==> src/rtl/mesi_pkg.sv <==
package mesi_pkg;
  typedef enum logic [1:0] {
    ST_I = 2'd0,
    ST_S = 2'd1,
    ST_E = 2'd2,
    ST_M = 2'd3
  } mesi_t;

  typedef enum logic [1:0] {
    CMD_RD  = 2'd0,
    CMD_RFO = 2'd1,
    CMD_INV = 2'd2,
    CMD_WB  = 2'd3
  } bus_cmd_t;
endpackage

==> src/rtl/mesi_line_array.sv <==
module mesi_line_array
  import mesi_pkg::*;
#(
  parameter int IDX_W  = 3,
  parameter int TAG_W  = 13,
  parameter int DATA_W = 32
) (
  input  logic              clk_i,
  input  logic              rst_ni,
  // port a: cpu side
  input  logic [IDX_W-1:0]  a_idx_i,
  output mesi_t             a_state_o,
  output logic [TAG_W-1:0]  a_tag_o,
  output logic [DATA_W-1:0] a_data_o,
  input  logic              cw_en_i,
  input  mesi_t             cw_state_i,
  input  logic [TAG_W-1:0]  cw_tag_i,
  input  logic [DATA_W-1:0] cw_data_i,
  // port b: snoop side
  input  logic [IDX_W-1:0]  b_idx_i,
  output mesi_t             b_state_o,
  output logic [TAG_W-1:0]  b_tag_o,
  output logic [DATA_W-1:0] b_data_o,
  input  logic              sw_en_i,
  input  mesi_t             sw_state_i
);
  localparam int LINES = 1 << IDX_W;

  mesi_t             st_q   [LINES];
  logic [TAG_W-1:0]  tag_q  [LINES];
  logic [DATA_W-1:0] data_q [LINES];

  assign a_state_o = st_q[a_idx_i];
  assign a_tag_o   = tag_q[a_idx_i];
  assign a_data_o  = data_q[a_idx_i];
  assign b_state_o = st_q[b_idx_i];
  assign b_tag_o   = tag_q[b_idx_i];
  assign b_data_o  = data_q[b_idx_i];

  // snoop update lands first; a cpu write to the same line overrides it
  always_ff @(posedge clk_i or negedge rst_ni) begin
    if (!rst_ni) begin
      for (int i = 0; i < LINES; i++) begin
        st_q[i]   <= ST_I;
        tag_q[i]  <= '0;
        data_q[i] <= '0;
      end
    end else begin
      for (int i = 0; i < LINES; i++) begin
        if (cw_en_i && a_idx_i == IDX_W'(i)) begin
          st_q[i]   <= cw_state_i;
          tag_q[i]  <= cw_tag_i;
          data_q[i] <= cw_data_i;
        end else if (sw_en_i && b_idx_i == IDX_W'(i)) begin
          st_q[i] <= sw_state_i;
        end
      end
    end
  end

  assert_snoop_update_R9: assert property (@(posedge clk_i) disable iff (!rst_ni)
    (sw_en_i && !(cw_en_i && a_idx_i == b_idx_i)) |=> st_q[$past(b_idx_i)] == $past(sw_state_i));

  assert_cpu_write_wins_R12: assert property (@(posedge clk_i) disable iff (!rst_ni)
    (cw_en_i && sw_en_i && a_idx_i == b_idx_i) |=> st_q[$past(a_idx_i)] == $past(cw_state_i));
endmodule

==> src/rtl/mesi_snoop_unit.sv <==
module mesi_snoop_unit
  import mesi_pkg::*;
#(
  parameter int ADDR_W = 16,
  parameter int IDX_W  = 3,
  parameter int DATA_W = 32
) (
  input  logic              clk_i,
  input  logic              rst_ni,
  input  logic              snp_valid_i,
  input  bus_cmd_t          snp_cmd_i,
  input  logic [ADDR_W-1:0] snp_addr_i,
  output logic [IDX_W-1:0]  line_idx_o,
  input  mesi_t             line_state_i,
  input  logic [ADDR_W-IDX_W-1:0] line_tag_i,
  input  logic [DATA_W-1:0] line_data_i,
  output logic              sw_en_o,
  output mesi_t             sw_state_o,
  output logic              resp_o,
  output logic              shared_o,
  output logic              supply_o,
  output logic              dirty_o,
  output logic [DATA_W-1:0] data_o
);
  localparam int TAG_W = ADDR_W - IDX_W;

  logic hit, is_m;
  logic shared_d, supply_d, dirty_d;

  assign line_idx_o = snp_addr_i[IDX_W-1:0];
  assign hit  = snp_valid_i && (line_state_i != ST_I) &&
                (line_tag_i == snp_addr_i[ADDR_W-1:IDX_W]);
  assign is_m = (line_state_i == ST_M);

  always_comb begin
    shared_d   = 1'b0;
    supply_d   = 1'b0;
    dirty_d    = 1'b0;
    sw_en_o    = 1'b0;
    sw_state_o = line_state_i;
    if (hit) begin
      unique case (snp_cmd_i)
        CMD_RD: begin
          shared_d   = 1'b1;
          supply_d   = 1'b1;
          dirty_d    = is_m;
          sw_en_o    = (line_state_i != ST_S);
          sw_state_o = ST_S;
        end
        CMD_RFO: begin
          supply_d   = 1'b1;
          dirty_d    = is_m;
          sw_en_o    = 1'b1;
          sw_state_o = ST_I;
        end
        CMD_INV: begin
          supply_d   = is_m;
          dirty_d    = is_m;
          sw_en_o    = 1'b1;
          sw_state_o = ST_I;
        end
        default: ;
      endcase
    end
  end

  always_ff @(posedge clk_i or negedge rst_ni) begin
    if (!rst_ni) begin
      resp_o   <= 1'b0;
      shared_o <= 1'b0;
      supply_o <= 1'b0;
      dirty_o  <= 1'b0;
      data_o   <= '0;
    end else begin
      resp_o   <= snp_valid_i;
      shared_o <= shared_d;
      supply_o <= supply_d;
      dirty_o  <= dirty_d;
      data_o   <= supply_d ? line_data_i : '0;
    end
  end

  assert_dirty_supplies_R9: assert property (@(posedge clk_i) disable iff (!rst_ni)
    dirty_o |-> supply_o);

  assert_resp_follows_snoop_R7: assert property (@(posedge clk_i) disable iff (!rst_ni)
    resp_o |-> $past(snp_valid_i));

  assert_wb_snoop_quiet_R10: assert property (@(posedge clk_i) disable iff (!rst_ni)
    (snp_valid_i && snp_cmd_i == CMD_WB) |=> !shared_o && !supply_o && !dirty_o);

  assert_no_tag_mismatch_R10: assert property (@(posedge clk_i) disable iff (!rst_ni)
    (snp_valid_i && line_tag_i != snp_addr_i[ADDR_W-1:IDX_W]) |-> !sw_en_o);

  logic unused_tagw;
  assign unused_tagw = (TAG_W == 0);
endmodule

==> src/rtl/mesi_cpu_fsm.sv <==
module mesi_cpu_fsm
  import mesi_pkg::*;
#(
  parameter int ADDR_W = 16,
  parameter int IDX_W  = 3,
  parameter int DATA_W = 32
) (
  input  logic              clk_i,
  input  logic              rst_ni,
  input  logic              cpu_req_i,
  input  logic              cpu_we_i,
  input  logic [ADDR_W-1:0] cpu_addr_i,
  input  logic [DATA_W-1:0] cpu_wdata_i,
  output logic              cpu_done_o,
  output logic [DATA_W-1:0] cpu_rdata_o,
  output logic              bus_req_o,
  output bus_cmd_t          bus_cmd_o,
  output logic [ADDR_W-1:0] bus_addr_o,
  output logic [DATA_W-1:0] bus_wdata_o,
  input  logic              bus_ack_i,
  input  logic [DATA_W-1:0] bus_rdata_i,
  input  logic              bus_shared_i,
  input  logic              conflict_i,
  output logic [IDX_W-1:0]  line_idx_o,
  input  mesi_t             line_state_i,
  input  logic [ADDR_W-IDX_W-1:0] line_tag_i,
  input  logic [DATA_W-1:0] line_data_i,
  output logic              cw_en_o,
  output mesi_t             cw_state_o,
  output logic [ADDR_W-IDX_W-1:0] cw_tag_o,
  output logic [DATA_W-1:0] cw_data_o
);
  localparam int TAG_W = ADDR_W - IDX_W;

  typedef enum logic [1:0] {F_IDLE, F_WB, F_REQ} fsm_t;

  fsm_t              fs_q, fs_d;
  logic [ADDR_W-1:0] addr_q, vic_addr_q;
  logic [DATA_W-1:0] wdata_q, vic_data_q, rdata_q, rdata_d;
  logic              we_q, done_q, done_d;
  bus_cmd_t          cmd_q, cmd_d;
  logic              take, save_vic;

  logic [ADDR_W-1:0] cur_addr;
  logic [TAG_W-1:0]  cur_tag;
  logic              hit, accept;

  assign cur_addr   = (fs_q == F_IDLE) ? cpu_addr_i : addr_q;
  assign cur_tag    = cur_addr[ADDR_W-1:IDX_W];
  assign line_idx_o = cur_addr[IDX_W-1:0];
  assign hit        = (line_state_i != ST_I) && (line_tag_i == cur_tag);
  assign accept     = (fs_q == F_IDLE) && cpu_req_i && !done_q && !conflict_i;

  always_comb begin
    fs_d       = fs_q;
    cmd_d      = cmd_q;
    done_d     = 1'b0;
    rdata_d    = rdata_q;
    take       = 1'b0;
    save_vic   = 1'b0;
    cw_en_o    = 1'b0;
    cw_state_o = line_state_i;
    cw_tag_o   = line_tag_i;
    cw_data_o  = line_data_i;
    unique case (fs_q)
      F_IDLE: if (accept) begin
        take = 1'b1;
        if (hit) begin
          if (!cpu_we_i) begin
            done_d  = 1'b1;
            rdata_d = line_data_i;
          end else if (line_state_i == ST_S) begin
            cmd_d = CMD_INV;
            fs_d  = F_REQ;
          end else begin
            cw_en_o    = 1'b1;
            cw_state_o = ST_M;
            cw_data_o  = cpu_wdata_i;
            done_d     = 1'b1;
          end
        end else begin
          cmd_d = cpu_we_i ? CMD_RFO : CMD_RD;
          if (line_state_i == ST_M) begin
            save_vic = 1'b1;
            fs_d     = F_WB;
          end else begin
            fs_d = F_REQ;
          end
        end
      end
      F_WB: if (bus_ack_i) begin
        cw_en_o    = 1'b1;
        cw_state_o = ST_I;
        fs_d       = F_REQ;
      end
      F_REQ: if (bus_ack_i) begin
        fs_d = F_IDLE;
        unique case (cmd_q)
          CMD_INV: begin
            // upgrade only if the shared copy survived every snoop so far
            if (!conflict_i && hit && line_state_i == ST_S) begin
              cw_en_o    = 1'b1;
              cw_state_o = ST_M;
              cw_data_o  = wdata_q;
              done_d     = 1'b1;
            end
          end
          CMD_RFO: begin
            cw_en_o    = 1'b1;
            cw_state_o = ST_M;
            cw_tag_o   = cur_tag;
            cw_data_o  = wdata_q;
            done_d     = 1'b1;
          end
          default: begin
            cw_en_o    = 1'b1;
            cw_state_o = bus_shared_i ? ST_S : ST_E;
            cw_tag_o   = cur_tag;
            cw_data_o  = bus_rdata_i;
            done_d     = 1'b1;
            rdata_d    = bus_rdata_i;
          end
        endcase
      end
      default: fs_d = F_IDLE;
    endcase
  end

  always_ff @(posedge clk_i or negedge rst_ni) begin
    if (!rst_ni) begin
      fs_q       <= F_IDLE;
      cmd_q      <= CMD_RD;
      addr_q     <= '0;
      wdata_q    <= '0;
      we_q       <= 1'b0;
      vic_addr_q <= '0;
      vic_data_q <= '0;
      done_q     <= 1'b0;
      rdata_q    <= '0;
    end else begin
      fs_q    <= fs_d;
      cmd_q   <= cmd_d;
      done_q  <= done_d;
      rdata_q <= rdata_d;
      if (take) begin
        addr_q  <= cpu_addr_i;
        wdata_q <= cpu_wdata_i;
        we_q    <= cpu_we_i;
      end
      if (save_vic) begin
        vic_addr_q <= {line_tag_i, cpu_addr_i[IDX_W-1:0]};
        vic_data_q <= line_data_i;
      end
    end
  end

  assign cpu_done_o  = done_q;
  assign cpu_rdata_o = rdata_q;
  assign bus_req_o   = (fs_q != F_IDLE);
  assign bus_cmd_o   = (fs_q == F_WB) ? CMD_WB : cmd_q;
  assign bus_addr_o  = (fs_q == F_WB) ? vic_addr_q : addr_q;
  assign bus_wdata_o = (fs_q == F_WB) ? vic_data_q : wdata_q;

  assert_bus_hold_R13: assert property (@(posedge clk_i) disable iff (!rst_ni)
    (bus_req_o && !bus_ack_i) |=> bus_req_o && $stable(bus_cmd_o) &&
                                  $stable(bus_addr_o) && $stable(bus_wdata_o));

  assert_owned_store_silent_R5: assert property (@(posedge clk_i) disable iff (!rst_ni)
    (accept && cpu_we_i && hit && line_state_i != ST_S) |=> !bus_req_o && cpu_done_o);

  assert_done_pulse_R2: assert property (@(posedge clk_i) disable iff (!rst_ni)
    cpu_done_o |=> !cpu_done_o);

  assert_wb_then_fill_R11: assert property (@(posedge clk_i) disable iff (!rst_ni)
    (fs_q == F_WB && bus_ack_i) |=> bus_req_o && bus_cmd_o != CMD_WB);

  assert_store_cmd_R4: assert property (@(posedge clk_i) disable iff (!rst_ni)
    (bus_req_o && bus_cmd_o == CMD_RD) |-> !we_q);

  assert_snoop_first_R12: assert property (@(posedge clk_i) disable iff (!rst_ni)
    (fs_q == F_IDLE && conflict_i) |=> !bus_req_o && !cpu_done_o);
endmodule

==> src/rtl/mesi_cache_ctrl.sv <==
module mesi_cache_ctrl
  import mesi_pkg::*;
#(
  parameter int ADDR_W = 16,
  parameter int IDX_W  = 3,
  parameter int DATA_W = 32
) (
  input  logic              clk_i,
  input  logic              rst_ni,
  input  logic              cpu_req_i,
  input  logic              cpu_we_i,
  input  logic [ADDR_W-1:0] cpu_addr_i,
  input  logic [DATA_W-1:0] cpu_wdata_i,
  output logic              cpu_done_o,
  output logic [DATA_W-1:0] cpu_rdata_o,
  output logic              bus_req_o,
  output logic [1:0]        bus_cmd_o,
  output logic [ADDR_W-1:0] bus_addr_o,
  output logic [DATA_W-1:0] bus_wdata_o,
  input  logic              bus_ack_i,
  input  logic [DATA_W-1:0] bus_rdata_i,
  input  logic              bus_shared_i,
  input  logic              snp_valid_i,
  input  logic [1:0]        snp_cmd_i,
  input  logic [ADDR_W-1:0] snp_addr_i,
  output logic              snp_resp_o,
  output logic              snp_shared_o,
  output logic              snp_supply_o,
  output logic              snp_dirty_o,
  output logic [DATA_W-1:0] snp_data_o
);
  localparam int TAG_W = ADDR_W - IDX_W;

  logic [IDX_W-1:0]  a_idx, b_idx;
  mesi_t             a_state, b_state, cw_state, sw_state;
  logic [TAG_W-1:0]  a_tag, b_tag, cw_tag;
  logic [DATA_W-1:0] a_data, b_data, cw_data;
  logic              cw_en, sw_en, conflict;
  bus_cmd_t          bus_cmd;

  assign conflict  = snp_valid_i && (b_idx == a_idx);
  assign bus_cmd_o = bus_cmd;

  mesi_line_array #(.IDX_W(IDX_W), .TAG_W(TAG_W), .DATA_W(DATA_W)) u_array (
    .clk_i      (clk_i),
    .rst_ni     (rst_ni),
    .a_idx_i    (a_idx),
    .a_state_o  (a_state),
    .a_tag_o    (a_tag),
    .a_data_o   (a_data),
    .cw_en_i    (cw_en),
    .cw_state_i (cw_state),
    .cw_tag_i   (cw_tag),
    .cw_data_i  (cw_data),
    .b_idx_i    (b_idx),
    .b_state_o  (b_state),
    .b_tag_o    (b_tag),
    .b_data_o   (b_data),
    .sw_en_i    (sw_en),
    .sw_state_i (sw_state)
  );

  mesi_snoop_unit #(.ADDR_W(ADDR_W), .IDX_W(IDX_W), .DATA_W(DATA_W)) u_snoop (
    .clk_i        (clk_i),
    .rst_ni       (rst_ni),
    .snp_valid_i  (snp_valid_i),
    .snp_cmd_i    (bus_cmd_t'(snp_cmd_i)),
    .snp_addr_i   (snp_addr_i),
    .line_idx_o   (b_idx),
    .line_state_i (b_state),
    .line_tag_i   (b_tag),
    .line_data_i  (b_data),
    .sw_en_o      (sw_en),
    .sw_state_o   (sw_state),
    .resp_o       (snp_resp_o),
    .shared_o     (snp_shared_o),
    .supply_o     (snp_supply_o),
    .dirty_o      (snp_dirty_o),
    .data_o       (snp_data_o)
  );

  mesi_cpu_fsm #(.ADDR_W(ADDR_W), .IDX_W(IDX_W), .DATA_W(DATA_W)) u_cpu (
    .clk_i        (clk_i),
    .rst_ni       (rst_ni),
    .cpu_req_i    (cpu_req_i),
    .cpu_we_i     (cpu_we_i),
    .cpu_addr_i   (cpu_addr_i),
    .cpu_wdata_i  (cpu_wdata_i),
    .cpu_done_o   (cpu_done_o),
    .cpu_rdata_o  (cpu_rdata_o),
    .bus_req_o    (bus_req_o),
    .bus_cmd_o    (bus_cmd),
    .bus_addr_o   (bus_addr_o),
    .bus_wdata_o  (bus_wdata_o),
    .bus_ack_i    (bus_ack_i),
    .bus_rdata_i  (bus_rdata_i),
    .bus_shared_i (bus_shared_i),
    .conflict_i   (conflict),
    .line_idx_o   (a_idx),
    .line_state_i (a_state),
    .line_tag_i   (a_tag),
    .line_data_i  (a_data),
    .cw_en_o      (cw_en),
    .cw_state_o   (cw_state),
    .cw_tag_o     (cw_tag),
    .cw_data_o    (cw_data)
  );

  assert_reset_quiet_R1: assert property (@(posedge clk_i) disable iff (!rst_ni)
    $rose(rst_ni) |-> !cpu_done_o && !bus_req_o && !snp_resp_o);
endmodule

==> config.mk <==
export PLATFORM = sky130hd
export DESIGN_NAME = mesi_cache_ctrl
export DESIGN_NICKNAME = d
export VERILOG_FILES = /design/src/rtl/mesi_pkg.sv /design/src/rtl/mesi_line_array.sv /design/src/rtl/mesi_snoop_unit.sv /design/src/rtl/mesi_cpu_fsm.sv /design/src/rtl/mesi_cache_ctrl.sv
export SDC_FILE = /design/constraint.sdc
export NUM_CORES = 1
export LEC_CHECK = 0
export BUFFER_PORTS_ARGS = -buffer_cell sky130_fd_sc_hd__buf_2
export CAP_MARGIN = 40
export CORE_ASPECT_RATIO = 1.75
export CORE_MARGIN = 2
export CORE_UTILIZATION = 55
export CTS_CLUSTER_DIAMETER = 40
export DETAILED_ROUTE_END_ITERATION = 7
export PLACE_DENSITY = 0.74
export SETUP_SLACK_MARGIN = 0.5
export SYNTH_ARGS = -nofsm -noshare
export SYNTH_HDL_FRONTEND = slang
export SYNTH_HIERARCHICAL = 1
export SYNTH_SLANG_ARGS = --single-unit
==> constraint.sdc <==
create_clock -name clk_i -period 6.63 [get_ports clk_i]
set_input_delay 0.663 -clock clk_i [delete_from_list [all_inputs] [get_ports clk_i]]
set_output_delay 0.663 -clock clk_i [all_outputs]
set_load 0.005 [all_outputs]
==> run_results.csv, run 1 <==
group,metric,value,unit
timing,min_period,5.49,ns
drt,drc,0,
synth,ys_seq_area_share,47.4,%
clocking,cts_tree,"yes",
worst_setup_path,reg2regPathDepth,17,
synth,syn_nets,2183,
place,dp_hpwl,53400,microns
timing,fin_crit_sh,82.9,%
worst_setup_path,required,7.11,ns
run,max_cap_violations,0,
timing,fin_skew,0.0211,ns
timing,fin_tns_setup,0,ns
worst_setup_path,path_class,"reg -> reg",
run_status,status,"complete, no violations",
place,gp_congestion,0.886,
timing,slew_headroom,34.9,%
finish,layout_commonest_cell,"mux2_2",
drt,first_pass_iters,5,
synth,synth_top_area_share,47.4,%
global_route,gr-total-overflow,0,
timing,rsz0062_at_grt,"false",
global_route,gr-usage-all-layers,30.1,%
finish,final_cell_mix,"mux2_2, dfrtp_1, buf_2, mux4_2, nand2_1",
synth,synth_edf_count,0,
synth,syn_inst,2072,
hold_path,hold_path_class,"in -> async",
floorplanning,die_area,54300,sq um
timing,hold_viol_final,0,
drt,drt_iter0_markers,1415,
synth,ys_types,60,
global_route,grt_antenna_before_repair,3,
clocking,cts_max_level,2,
worst_setup_path,r2r_end,"u_array/data_q[98]$_DFFE_PN0P_",
clocking,clk_latency,0.60,ns
timing,setup_viol,0,
worst_setup_path,rr_startpoint,"u_cpu/fs_q[0]$_DFFE_PN0P_",
floorplanning,initial_core_util,55.3,%
global_route,grt_pass1_vias,20997,
clocking,cts-root-buf,"clkbuf_16",
synth,synth_ff_type,"dfrtp_1",
floorplanning,coreArea,52100,sq um
clocking,clock_sinks,545,
clocking,cts_hold_buf,0,
timing,slew_violations,0,
synth,synth_top_area_cell,"dfrtp_1",
clocking,cts_buffers,54,
drt,wl,80900,microns
global_route,grt_max_degree,164,
power_and_ir_drop,ir_drop,0.332,mV
worst_setup_path,path_max_fanout,32,
global_route,grt_pass1_wl,123000,microns
synth,async_flop_share,100,%
synth,avgSynthCellArea,13.9,sq um
finish,drive_gt1_share,52.0,%
drt,vias,19257,
synth,synthTopCellsByArea,"dfrtp_1, mux2_2, mux4_2, o21ai_0, nand2_1",
clocking,clkTransAtPathRegs,0.07,ns
synth,synth_seq_cells,545,
floorplanning,rows,111,
worst_setup_path,cp_cell_sequence,"nor2_4, inv_2, nand2_1, nand2_4, buf_16, mux4_2, mux2_2, or2_2, a211oi_1, nor2_2, nor2_1, buf_4, a21oi_1, o221ai_1, and4bb_2, buf_4, mux2_2",
finish,area_growth,13.3,%
floorplanning,die_w,177,microns
floorplanning,die_h,307,microns
timing,worstMarginPinSlew,0.977,ns
worst_setup_path,crit_path_start_kind,"flop",
clocking,cts_setup_buffers,0,
clocking,ctsResizeCount,0,
synth,synth.cell_area,28800,sq um
synth,yosysWarningCount,6,
worst_setup_path,crit_slowest_cell,"mux4_2",
power_and_ir_drop,p_per_area,438,nW/um^2
timing,holdWs,0.130,ns
clocking,clk_path_buf_depth,3,
timing,fmax,0.182,GHz
drt,via_per_inst,6.45,
finish,nets,2373,
drt,ant_nets,0,
worst_setup_path,reg2reg_slack,1.14,ns
power_and_ir_drop,power_leakage,15.3,nW
floorplanning,io_pins,225,
drt,wl_per_cell,27.1,microns
worst_setup_path,worst_path_largest_cell_delay,0.57,ns
worst_setup_path,crit_arrival,5.98,ns
worst_setup_path,endpoint_kind,"flop",
place,io_buffers,224,
==> stage by stage <==
| step | area, sq um | instances | total power, mW | util (%) | setup slack [ns] |
|---|---|---|---|---|---|
| after CTS | 32600 | 2985 | 14.3 | 62.6 | 1.15 |
| after floorplan | 28800 | 2072 | 9.08 | - | 1.71 |
| after global routing | 32600 | 2986 | 15.0 | 62.6 | 0.756 |
| final | 32600 | 2987 | 14.3 | 62.6 | 1.14 |
| after detailed placement | 30700 | 2884 | 11.0 | 59.0 | 1.13 |
| after global placement | 30500 | 2871 | 10.7 | 58.6 | 1.01 |
==> routing by layer <==
layer | part of all wire, % | track usage [%]
met5 | 0 | 0
met4 | 5.5 | 16.5
met3 | 5.9 | 3.83
met2 | 51 | 51.1
met1 | 38 | 37.4
==> where the power goes <==
part	internal, mW	total (mW)	switching [mW]
clock network	1.82	3.22	1.40
logic	2.89	5.94	3.05
registers	4.39	5.14	0.748
total	9.10	14.3	5.20
==> cell type report <==
class	count	area, sq um
inverter	58	218
multi-input combinational	1310	14200
antenna	2	5.00
clock inverter	32	342
timing repair buffer	293	1830
tap	678	848
fill	3898	19500
clock buffer	69	1540
sequential	545	13600
==> sequential cells by signal, summed over array words and instances, names as in the netlist <==
signal,cells
u_snoop/data_o,32
u_snoop/resp_o,1
u_snoop/supply_o,1
u_array/tag_q,104
u_cpu/cmd_q,2
u_snoop/shared_o,1
u_snoop/dirty_o,1
u_array/st_q,16
u_cpu/cpu_rdata_o,32
u_array/data_q,256
u_cpu/addr_q,16
u_cpu/wdata_q,32
u_cpu/vic_data_q,32
u_cpu/fs_q,2
u_cpu/vic_addr_q,16
u_cpu/cpu_done_o,1
==> cell families after synthesis <==
kind of cell	share of synthesized area, %
buffers and inverters	3.59
xor gates and xnor gates	0.882
adders and majority gates	0.261
and+or+nand+nor	4.43
DFF	47.4
AOI/OAI and AO/OA	5.24
muxes	38.2
==> worst max path at each step <==
stage	to	cells past startpoint	slack, ns	start
after floorplan	u_array/data_q[249]$_DFFE_PN0P_	20	1.71	u_cpu/fs_q[1]$_DFFE_PN0P_
after global placement	u_array/tag_q[47]$_DFFE_PN0P_	16	1.01	u_cpu/fs_q[1]$_DFFE_PN0P_
after detailed placement	u_array/data_q[115]$_DFFE_PN0P_	18	1.13	u_cpu/fs_q[0]$_DFFE_PN0P_
after CTS	u_array/data_q[98]$_DFFE_PN0P_	17	1.15	u_cpu/fs_q[0]$_DFFE_PN0P_
after global routing	u_array/data_q[96]$_DFFE_PN0P_	18	0.76	u_cpu/fs_q[0]$_DFFE_PN0P_
final	u_array/data_q[98]$_DFFE_PN0P_	17	1.14	u_cpu/fs_q[0]$_DFFE_PN0P_
==> Yosys cell counts, types with 4 or more instances <==
| library cell | n |
|---|---|
| mux4_2 | 188 |
| xnor2_1 | 16 |
| o21ai_0 | 128 |
| a22oi_1 | 33 |
| mux2_2 | 565 |
| nand3_1 | 5 |
| nand4b_1 | 6 |
| inv_1 | 57 |
| buf_6 | 15 |
| buf_2 | 69 |
| mux2i_1 | 16 |
| dfrtp_1 | 545 |
| o221ai_1 | 5 |
| nand2_1 | 145 |
| ha_1 | 6 |
| and2_1 | 15 |
| clkbuf_1 | 55 |
| nor3_1 | 5 |
| a221o_1 | 32 |
| buf_4 | 5 |
| mux2_4 | 9 |
| and2_2 | 20 |
| nand4_1 | 5 |
| mux2_1 | 11 |
| and3_1 | 4 |
| buf_1 | 13 |
| a21oi_1 | 14 |
| xor2_1 | 13 |
| nor2_1 | 21 |
==> critical path, delay by kind of cell, from the launching register on <==
family / cells / cell delay, ns
compound gates: 3 / 1.03
buf+inv: 4 / 1.08
flops: 1 / 0.51
mux: 3 / 1.33
simple gates: 7 / 1.39
(Power assumes the default switching activity.)
==> run 2: changes to the inputs <==
--- a/config.mk
+++ b/config.mk
@@ -5,6 +5,7 @@
 export SDC_FILE = /design/constraint.sdc
 export NUM_CORES = 1
 export LEC_CHECK = 0
+export ABC_AREA = 1
 export BUFFER_PORTS_ARGS = -buffer_cell sky130_fd_sc_hd__buf_2
 export CAP_MARGIN = 40
 export CORE_ASPECT_RATIO = 1.75
==> constraint.sdc (replaced) <==
create_clock -name clk_i -period 5.5 [get_ports clk_i]
set_input_delay 0.55 -clock clk_i [delete_from_list [all_inputs] [get_ports clk_i]]
set_output_delay 0.55 -clock clk_i [all_outputs]
set_load 0.005 [all_outputs]
==> run_results.csv, run 2 <==
group,metric,value,unit
worst_setup_path,reg2reg_slack,0.76,ns
finish,final_cell_mix,"nand2_1, dfrtp_1, o21ai_0, buf_2, inv_1",
run_status,status,"complete, no violations",
power_and_ir_drop,ir_drop,0.414,mV
timing,fin_tns_setup,0,ns
global_route,grt_pass1_wl,164000,microns
worst_setup_path,crit_path_start_kind,"flop",
hold_path,hold_path_class,"in -> reg",
clocking,cts_max_level,2,
clocking,clock_sinks,545,
synth,async_flop_share,100,%
timing,worst_slack,0.764,ns
floorplanning,initial_core_util,55.3,%
drt,wl_per_cell,17.9,microns
hold_path,min_path_cells,1,
clocking,cts-root-buf,"clkbuf_16",
finish,diodes,0,
global_route,gr-total-overflow,0,
synth,synth_top_area_cell,"dfrtp_1",
finish,layout_commonest_cell,"nand2_1",
place,io_buffers,224,
place,gp_congestion,0.896,
drt,drc,0,
timing,setup_viol,0,
power_and_ir_drop,total_power,19.3,mW
finish,post-route-util,61.6,%
finish,drive_gt1_share,10.2,%
synth,synth_edf_count,0,
timing,rsz0062_at_grt,"false",
synth,avgSynthCellArea,6.45,sq um
timing,hold_viol_final,0,
synth,syn_nets,5075,
place,dp_hpwl,64000,microns
synth,synth_top_area_share,42.6,%
power_and_ir_drop,p_per_area,541,nW/um^2
finish,top_register,"u_array/data_q",
synth,ys_types,37,
finish,fill_cells,5555,
global_route,gr-usage-all-layers,34.1,%
floorplanning,die_h,323,microns
timing,slew_headroom,39.0,%
worst_setup_path,crit_path_end,"u_array/data_q[102]$_DFFE_PN0P_",
clocking,cts_tree,"yes",
timing,slew_violations,0,
floorplanning,io_pins,225,
synth,synth_common_cells,"nand2_1, dfrtp_1, o21ai_0",
drt,top_layer_used,"met5",
synth,synth_ff_type,"dfrtp_1",
global_route,grt_antenna_before_repair,1,
worst_setup_path,rr_startpoint,"u_cpu/fs_q[1]$_DFFE_PN0P_",
worst_setup_path,crit_start,"u_cpu/fs_q[1]$_DFFE_PN0P_",
global_route,grt_pass1_vias,30193,
floorplanning,rows,117,
clocking,clk_path_buf_depth,3,
synth,syn_inst,4964,
drt,via_per_inst,5.50,
timing,fin_crit_sh,86.1,%
finish,nets,5127,
synth,synthTopCellsByArea,"dfrtp_1, nand2_1, o21ai_0, inv_1, nand3_1",
clocking,clk_latency,0.63,ns
synth,ys_seq_area_share,42.6,%
floorplanning,coreArea,57800,sq um
finish,seq_area,13600,sq um
timing,worstMarginPinSlew,0.914,ns
worst_setup_path,required,5.99,ns
worst_setup_path,crit_arrival,5.23,ns
timing,fin_skew,0.0268,ns
clocking,clkTransAtPathRegs,0.06,ns
synth,synth_seq_cells,545,
drt,drt_iter0_markers,3345,
finish,largest_reg_flops,256,
floorplanning,die_area,60200,sq um
worst_setup_path,path_class,"reg -> reg",
clocking,cts_buffers,60,
synth,synth.cell_area,32000,sq um
global_route,grt_max_degree,131,
place,pre_cts_slack,0.572,ns
worst_setup_path,r2r_end,"u_array/data_q[102]$_DFFE_PN0P_",
worst_setup_path,crit_slowest_cell,"dfrtp_1",
timing,fmax,0.211,GHz
synth,yosysWarningCount,6,
finish,top_regs,"u_array/data_q x256, u_array/tag_q x104",
run,max_cap_violations,0,
drt,wl_met2,49900,microns
synth,yosysMostFrequentCell,"nand2_1",
floorplanning,die_w,186,microns
finish,multi_input_area,16200,sq um
drt,ant_nets,0,
drt,wl,104000,microns
worst_setup_path,reg2regPathDepth,25,
drt,first_pass_iters,8,
drt,drt-met1-wl,40600,microns
worst_setup_path,path_max_fanout,52,
timing,min_period,4.74,ns
drt,dr_wl_met3,9910,microns
finish,area_growth,11.4,%
worst_setup_path,worst_path_largest_cell_delay,0.54,ns
worst_setup_path,endpoint_kind,"flop",
worst_setup_path,crit_path_frequent_cell,"nand2_1",
drt,vias,32094,
power_and_ir_drop,power_leakage,19.4,nW
[run 2: cell types whose count changed after synthesis, sizes merged, moves of 104 or more]
cell / delta
nand2: +2816
mux2: -565
o21ai: +369
mux4: -188
inv: +167
nor2: +137
nand3: +129
clkbuf: +104
[run 2: layer usage]
metal | vias to the layer above | track usage [%]
li1 | 15369 | -
met1 | 14856 | 43.4
met5 | - | 0
met2 | 1597 | 58.4
met3 | 270 | 4.95
met4 | 2 | 14.1
[run 2: per-stage QoR]
step | area, sq um | instances | hold WS [ns]
3_3_place_gp | 33400 | 5713 | 0.466
2_1_floorplan | 32000 | 4964 | 0.254
4_1_cts | 35500 | 5825 | 0.0667
6_report | 35600 | 5836 | 0.0791
5_1_grt | 35600 | 5836 | 0.0855
3_5_place_dp | 33500 | 5715 | 0.474
[run 2: layout make-up]
cell class                      instances  area share, %
Inverter                              228           2.46
Sequential cell                       545           38.3
Clock inverter                         25          0.597
Clock buffer                           84           4.97
Timing Repair Buffer                  302           5.53
Multi-Input combinational cell       3879           45.5
Tap cell                              773           2.71
[run 2: worst max-delay path, delay by kind of cell (launching register included)]
| kind | cells | cell delay [ns] |
|---|---|---|
| AO/OA/AOI/OAI | 2 | 0.26 |
| buffers and inverters | 5 | 1.24 |
| flip-flops | 1 | 0.54 |
| AND/OR/NAND/NOR | 18 | 2.52 |
[run 2: timing repair]
action                                 CTS  global route
endpoints found under the hold margin    1             0
resized for setup                        0            18
hold buffers                             1             0
setup endpoints to repair                0           408
setup buffers                            0             9
[run 2: worst min-delay path by stage]
stage	startpoint	end	slack, ns
CTS	snp_valid_i	u_snoop/resp_o$_DFF_PN0_	0.07
detailed placement	u_cpu/vic_data_q[3]$_DFFE_PN0P_	u_cpu/vic_data_q[3]$_DFFE_PN0P_	0.47
global route	snp_valid_i	u_snoop/resp_o$_DFF_PN0_	0.09
floorplan	rst_ni	u_array/data_q[0]$_DFFE_PN0P_	0.25
global placement	u_cpu/vic_data_q[30]$_DFFE_PN0P_	u_cpu/vic_data_q[30]$_DFFE_PN0P_	0.47
finish	snp_valid_i	u_snoop/resp_o$_DFF_PN0_	0.08
[run 2: logic make-up after synthesis]
group / synth area share [%]
AO/OA/AOI/OAI: 9.87
flip-flops: 42.6
adder cells (fa/ha/maj): 0.235
AND/OR/NAND/NOR: 39.4
multiplexers: 0.704
buffers and inverters: 7.22
[run 2: report_power, final]
part	switching (mW)	internal, mW	leakage [nW]
Combinational	6.10	2.63	11.1
Clock	1.76	2.30	0.965
Sequential	1.08	5.42	7.30
Total	8.94	10.4	19.4
